===== config.mk =====
export PLATFORM = sky130hd
export DESIGN_NAME = adc_result_holder
export DESIGN_NICKNAME = d
export VERILOG_FILES = /design/src/rtl/adc_res_pkg.sv /design/src/rtl/adc_res_decode.sv /design/src/rtl/adc_res_map.sv /design/src/rtl/adc_res_lock_fsm.sv /design/src/rtl/adc_result_holder.sv
export SDC_FILE = /design/constraint.sdc
export NUM_CORES = 1
export LEC_CHECK = 0
export BUFFER_PORTS_ARGS = -buffer_cell sky130_fd_sc_hd__clkbuf_2
export CORE_MARGIN = 2
export CORE_UTILIZATION = 35
export CTS_CLUSTER_SIZE = 40
export DETAILED_ROUTE_END_ITERATION = 7
export GPL_ROUTABILITY_DRIVEN = 1
export PLACE_DENSITY = 0.67
export SETUP_SLACK_MARGIN = 0.02
export SYNTH_ARGS = -nofsm -noshare
export SYNTH_HDL_FRONTEND = slang
export SYNTH_SLANG_ARGS = --single-unit

===== constraint.sdc =====
create_clock -name clk -period 2.8 [get_ports clk]
set_input_delay 0.42 -clock clk [delete_from_list [all_inputs] [get_ports clk]]
set_output_delay 0.42 -clock clk [all_outputs]
set_load 0.03 [all_outputs]

===== src/rtl/adc_res_pkg.sv =====
package adc_res_pkg;
    typedef enum logic [0:0] {
        ST_OPEN   = 1'b0,
        ST_LOCKED = 1'b1
    } lock_state_t;
endpackage


===== src/rtl/adc_res_decode.sv =====
module adc_res_decode #(
    parameter int ADDR_W    = 4,
    parameter int BASE_ADDR = 6
) (
    input  logic              rd_en,
    input  logic [ADDR_W-1:0] rd_addr,
    output logic              hi_rd,
    output logic              lo_rd
);
    localparam logic [ADDR_W-1:0] HI_ADDR = ADDR_W'(BASE_ADDR);
    localparam logic [ADDR_W-1:0] LO_ADDR = ADDR_W'(BASE_ADDR + 1);

    always_comb begin
        hi_rd = rd_en && (rd_addr == HI_ADDR);
        lo_rd = rd_en && (rd_addr == LO_ADDR);
    end
endmodule


===== src/rtl/adc_res_map.sv =====
module adc_res_map #(
    parameter int RES_W  = 10,
    parameter int BYTE_W = 8
) (
    input  logic              mode_rj,
    input  logic [RES_W-1:0]  res,
    output logic [BYTE_W-1:0] hi_byte,
    output logic [BYTE_W-1:0] lo_byte
);
    localparam int UPPER_W = RES_W - BYTE_W;

    always_comb begin
        if (mode_rj) begin
            hi_byte = {{(BYTE_W-UPPER_W){1'b0}}, res[RES_W-1:BYTE_W]};
            lo_byte = res[BYTE_W-1:0];
        end else begin
            hi_byte = '0;
            lo_byte = res[RES_W-1:UPPER_W];
        end
    end
endmodule


===== src/rtl/adc_res_lock_fsm.sv =====
module adc_res_lock_fsm
    import adc_res_pkg::*;
(
    input  logic clk,
    input  logic rst_n,
    input  logic mode_rj,
    input  logic hi_rd,
    input  logic lo_rd,
    input  logic conv_done,
    output logic accept
);
    lock_state_t state, state_nx;
    logic        mode_q;
    logic        mode_chg;

    assign mode_chg = (mode_rj != mode_q);

    always_comb begin
        state_nx = state;
        unique case (state)
            ST_OPEN: begin
                if (!mode_chg && mode_rj && hi_rd)
                    state_nx = ST_LOCKED;            // T_LOCK
            end
            ST_LOCKED: begin
                if (mode_chg)
                    state_nx = ST_OPEN;              // T_MODE_CLEAR
                else if (lo_rd)
                    state_nx = ST_OPEN;              // T_RELEASE
            end
            default: state_nx = ST_OPEN;
        endcase
    end

    always_ff @(posedge clk or negedge rst_n) begin
        if (!rst_n) begin
            state  <= ST_OPEN;
            mode_q <= 1'b0;
        end else begin
            state  <= state_nx;
            mode_q <= mode_rj;
        end
    end

    always_comb begin
        accept = 1'b0;
        unique case (state)
            ST_OPEN:   accept = conv_done && !(mode_rj && hi_rd);
            ST_LOCKED: accept = conv_done && !mode_rj;
            default:   accept = 1'b0;
        endcase
    end

    p_lock_needs_rj_r7: assert property (@(posedge clk) disable iff (!rst_n)
        (state == ST_LOCKED) |-> mode_q);
    p_hi_read_locks_r7: assert property (@(posedge clk) disable iff (!rst_n)
        (mode_rj && mode_q && hi_rd) |=> (state == ST_LOCKED));
    p_drop_locked_r7: assert property (@(posedge clk) disable iff (!rst_n)
        (mode_rj && state == ST_LOCKED) |-> !accept);
    p_lo_read_unlocks_r8: assert property (@(posedge clk) disable iff (!rst_n)
        (state == ST_LOCKED && lo_rd) |=> (state == ST_OPEN));
    p_mode_change_clears_r9: assert property (@(posedge clk) disable iff (!rst_n)
        (mode_rj != mode_q) |=> (state == ST_OPEN));
endmodule


===== src/rtl/adc_result_holder.sv =====
module adc_result_holder #(
    parameter int ADDR_W    = 4,
    parameter int BASE_ADDR = 6,
    parameter int RES_W     = 10,
    parameter int BYTE_W    = 8
) (
    input  logic              clk,
    input  logic              rst_n,
    input  logic              mode_rj,
    input  logic              conv_done,
    input  logic [RES_W-1:0]  conv_data,
    input  logic              rd_en,
    input  logic [ADDR_W-1:0] rd_addr,
    output logic [BYTE_W-1:0] rd_data
);
    logic              hi_rd, lo_rd, accept;
    logic [RES_W-1:0]  res;
    logic [BYTE_W-1:0] hi_byte, lo_byte;

    adc_res_decode #(.ADDR_W(ADDR_W), .BASE_ADDR(BASE_ADDR)) i_decode (
        .rd_en   (rd_en),
        .rd_addr (rd_addr),
        .hi_rd   (hi_rd),
        .lo_rd   (lo_rd)
    );

    adc_res_lock_fsm i_lock (
        .clk       (clk),
        .rst_n     (rst_n),
        .mode_rj   (mode_rj),
        .hi_rd     (hi_rd),
        .lo_rd     (lo_rd),
        .conv_done (conv_done),
        .accept    (accept)
    );

    always_ff @(posedge clk or negedge rst_n) begin
        if (!rst_n)
            res <= '0;
        else if (accept)
            res <= conv_data;
    end

    adc_res_map #(.RES_W(RES_W), .BYTE_W(BYTE_W)) i_map (
        .mode_rj (mode_rj),
        .res     (res),
        .hi_byte (hi_byte),
        .lo_byte (lo_byte)
    );

    always_comb begin
        if (hi_rd)
            rd_data = hi_byte;
        else if (lo_rd)
            rd_data = lo_byte;
        else
            rd_data = '0;
    end

    p_capture_r6: assert property (@(posedge clk) disable iff (!rst_n)
        accept |=> (res == $past(conv_data)));
    p_trunc_capture_r4: assert property (@(posedge clk) disable iff (!rst_n)
        (conv_done && !mode_rj) |=> (res == $past(conv_data)));
    p_trunc_high_zero_r3: assert property (@(posedge clk) disable iff (!rst_n)
        (hi_rd && !mode_rj) |-> (rd_data == '0));
    p_idle_zero_r2: assert property (@(posedge clk) disable iff (!rst_n)
        !rd_en |-> (rd_data == '0));
endmodule


==> flow_metrics.env <==
export IMPL_yosysWarnings=0
export IMPL_vias_per_cell=4.593
export IMPL_initialDrtViolationCount=4
export IMPL_finalSetupViolCount=0
export IMPL_die_h_microns=48.34
export IMPL_cts_buffers=3
export IMPL_grt_first_pass_wirelength_microns=2270
export IMPL_maxCapViolations=0
export IMPL_drv_slew=0
export IMPL_synthMuxAreaShare_pct=33.82
export IMPL_grt_max_degree=13
export IMPL_synthXorXnorAreaFrac_pct=0
export IMPL_routed_via_count=496
export IMPL_most_common_layout_cells="clkbuf_2, dfrtp_1, mux2_4"
export IMPL_cp_required_ps=2380
export IMPL_crit_fanout=12
export IMPL_cellPowerDensity_nw_per_um2=454.9
export IMPL_area_growth_synth_to_final_pct=23.82
export IMPL_final_setup_skew_ps=0.5490
export IMPL_place_ws_ps=811.1
export IMPL_final_common_cell="clkbuf_2"
export IMPL_wirelength_microns=1260
export IMPL_ir_worst_vdd_v=0.0002149
export IMPL_yosys_area_share_adder_pct=1.818
export IMPL_max_freq_mhz=524.9
export IMPL_synth_top_family_by_area="multiplexers"
export IMPL_cpMaxStageDelayCell="mux2_2"
export IMPL_coreArea_sq_um=1902
export IMPL_crit_path_frequent_cell="clkbuf_2"
export IMPL_clockBufferDepth=2
export IMPL_antenna_found_initial=0
export IMPL_min_period_ps=1905
export IMPL_root_buffer="clkbuf_4"
export IMPL_power_leakage_uw=0.0004463
export IMPL_syn_inst=54
export IMPL_ctsHtreeMaxLevel=1
export IMPL_dieArea_sq_um=2337
export IMPL_worst_setup_path_end_kind="output port"
export IMPL_rsz0062_at_grt="false"
export IMPL_synth_compound_area_share_pct=5.273
export IMPL_worstPathCellList="clkbuf_2, mux2_2, a22oi_1, nor2_1, clkbuf_2"
export IMPL_reg2reg_depth=2
export IMPL_ioPinCount=27
export IMPL_nNetsFinal=103
export IMPL_die_w_microns=48.34
export IMPL_setup_tns_ps=0
export IMPL_finalCritPeriodShare_pct=68.04
export IMPL_ctsHoldBuffers=0
export IMPL_worstSkewPairLatency_ps=260
export IMPL_drive_gt1_share_pct=51.85
export IMPL_cts_resized=0
export IMPL_start_util_pct=36.18
export IMPL_port_buffers=26
export IMPL_slew_headroom_pct=57.94
export IMPL_firstDrtPassIters=4
export IMPL_synth_seq_cells=12
export IMPL_place_congestion=0.7028
export IMPL_netlist_area_sq_um=688.2
export IMPL_cp_arrival_ps=1490
export IMPL_hp_class="in -> async"
export IMPL_hpwl_microns=1002
export IMPL_grt_overflow_total=0
export IMPL_synth_simple_area_share_pct=11.09
export IMPL_drc=0
export IMPL_r2r_start="i_lock.state"
export IMPL_grt_pass1_vias=521
export IMPL_setup_worst_path_start="mode_rj"
export IMPL_ys_types=17
export IMPL_cp_endpoint="rd_data[1]"
export IMPL_wl_per_cell_microns=11.67
export IMPL_clkTransAtPathRegs_ps=70
export IMPL_r2r_end="res[7]"
export IMPL_total_power_uw=387.6
export IMPL_seq_area_frac_synth_pct=43.64
export IMPL_rrSetupSlack_ps=1320
export IMPL_groute_usage_overall_pct=12.60
export IMPL_num_fill_cells=196
export IMPL_n_antenna_cell=0
export IMPL_placementRows=16
export IMPL_hold_viol=0
export IMPL_path_class="in -> out"
export IMPL_tightest_slew_ps=630.7
export IMPL_avgSynthCellArea_sq_um=12.74
export IMPL_setup_ws_ps=895.0
export IMPL_status="finished, final reports clean"
export IMPL_cts_tree="built"
export IMPL_startpoint_type="input pin"
export IMPL_antenna_left=0
export IMPL_critPathMaxStageDelay_ps=370
export IMPL_post_cts_buffers=0
export IMPL_synth_nets=74
export IMPL_cts_sinks=12
cell type report:
class                           count  area, sq um  share of cell area (%)
Timing Repair Buffer               26        130.1                   15.27
Inverter                            2        7.507                  0.8811
Clock buffer                        3        22.52                   2.643
Multi-Input combinational cell     38        357.8                   42.00
Sequential cell                    12        300.3                   35.24
Tap cell                           27        33.78                   3.965
where the power goes:
part	internal [uW]	switching, uW
clock network	49.7	53.3
registers	191	13.4
logic	49.3	31.2
logic make-up after synthesis:
family,count (synthesis)
adders and majority gates,1
muxes,18
buffers and inverters,4
AOI/OAI and AO/OA,5
and+or+nand+nor,14
DFF,12
critical path, delay by kind of cell:
| kind | cells | cell delay [ps] |
|---|---|---|
| simple gates | 1 | 60 |
| compound gates | 1 | 180 |
| buf+inv | 2 | 440 |
| mux | 1 | 370 |
flip-flops by register name, indices dropped and copies added, names as in the netlist:
| name | cells |
|---|---|
| res | 10 |
| i_lock.state | 1 |
| i_lock.mode_q | 1 |
synth_stat cells:
cell	instances	area share (%)
buf_6	2	3.3
inv_1	2	1.1
nand2_1	2	1.1
nand4b_1	1	1.3
ha_1	1	1.8
nor2_1	8	4.4
mux2i_1	6	8.7
and4b_1	1	1.5
a31oi_1	1	0.91
mux2_2	2	3.3
o21ai_0	1	0.73
nor2b_1	1	0.91
dfrtp_1	12	44
a22oi_1	2	2.2
mux2_4	10	22
nor2b_4	1	2.0
a221o_1	1	1.5
metal layers:
layer | share of wire, % | vias to the layer above | global-route usage [%]
met5 | 0 | - | 0
met4 | 1.1 | 0 | 8.571
met3 | 5.6 | 2 | 1.543
met2 | 46 | 15 | 19.68
met1 | 48 | 233 | 16.40
li1 | - | 246 | -
worst min path at each step:
stage / endpoint / slack (ps)
final: res[1] / 20
after global routing: res[9] / 40
after CTS: res[9] / 30
after detailed placement: res[1] / 320
after global placement: res[1] / 320
after floorplan: i_lock.mode_q / 120
per-stage QoR:
step	area, sq um	hold slack, ps	cells	utilization, %
floorplan	688.2	124.4	54	-
global placement	829.5	317.0	105	43.62
detailed placement	829.5	321.8	105	43.62
CTS	852.1	28.79	108	44.80
global route	852.1	35.38	108	44.80
finish	852.1	23.95	108	44.80
Power figures use the tool's default switching activity.
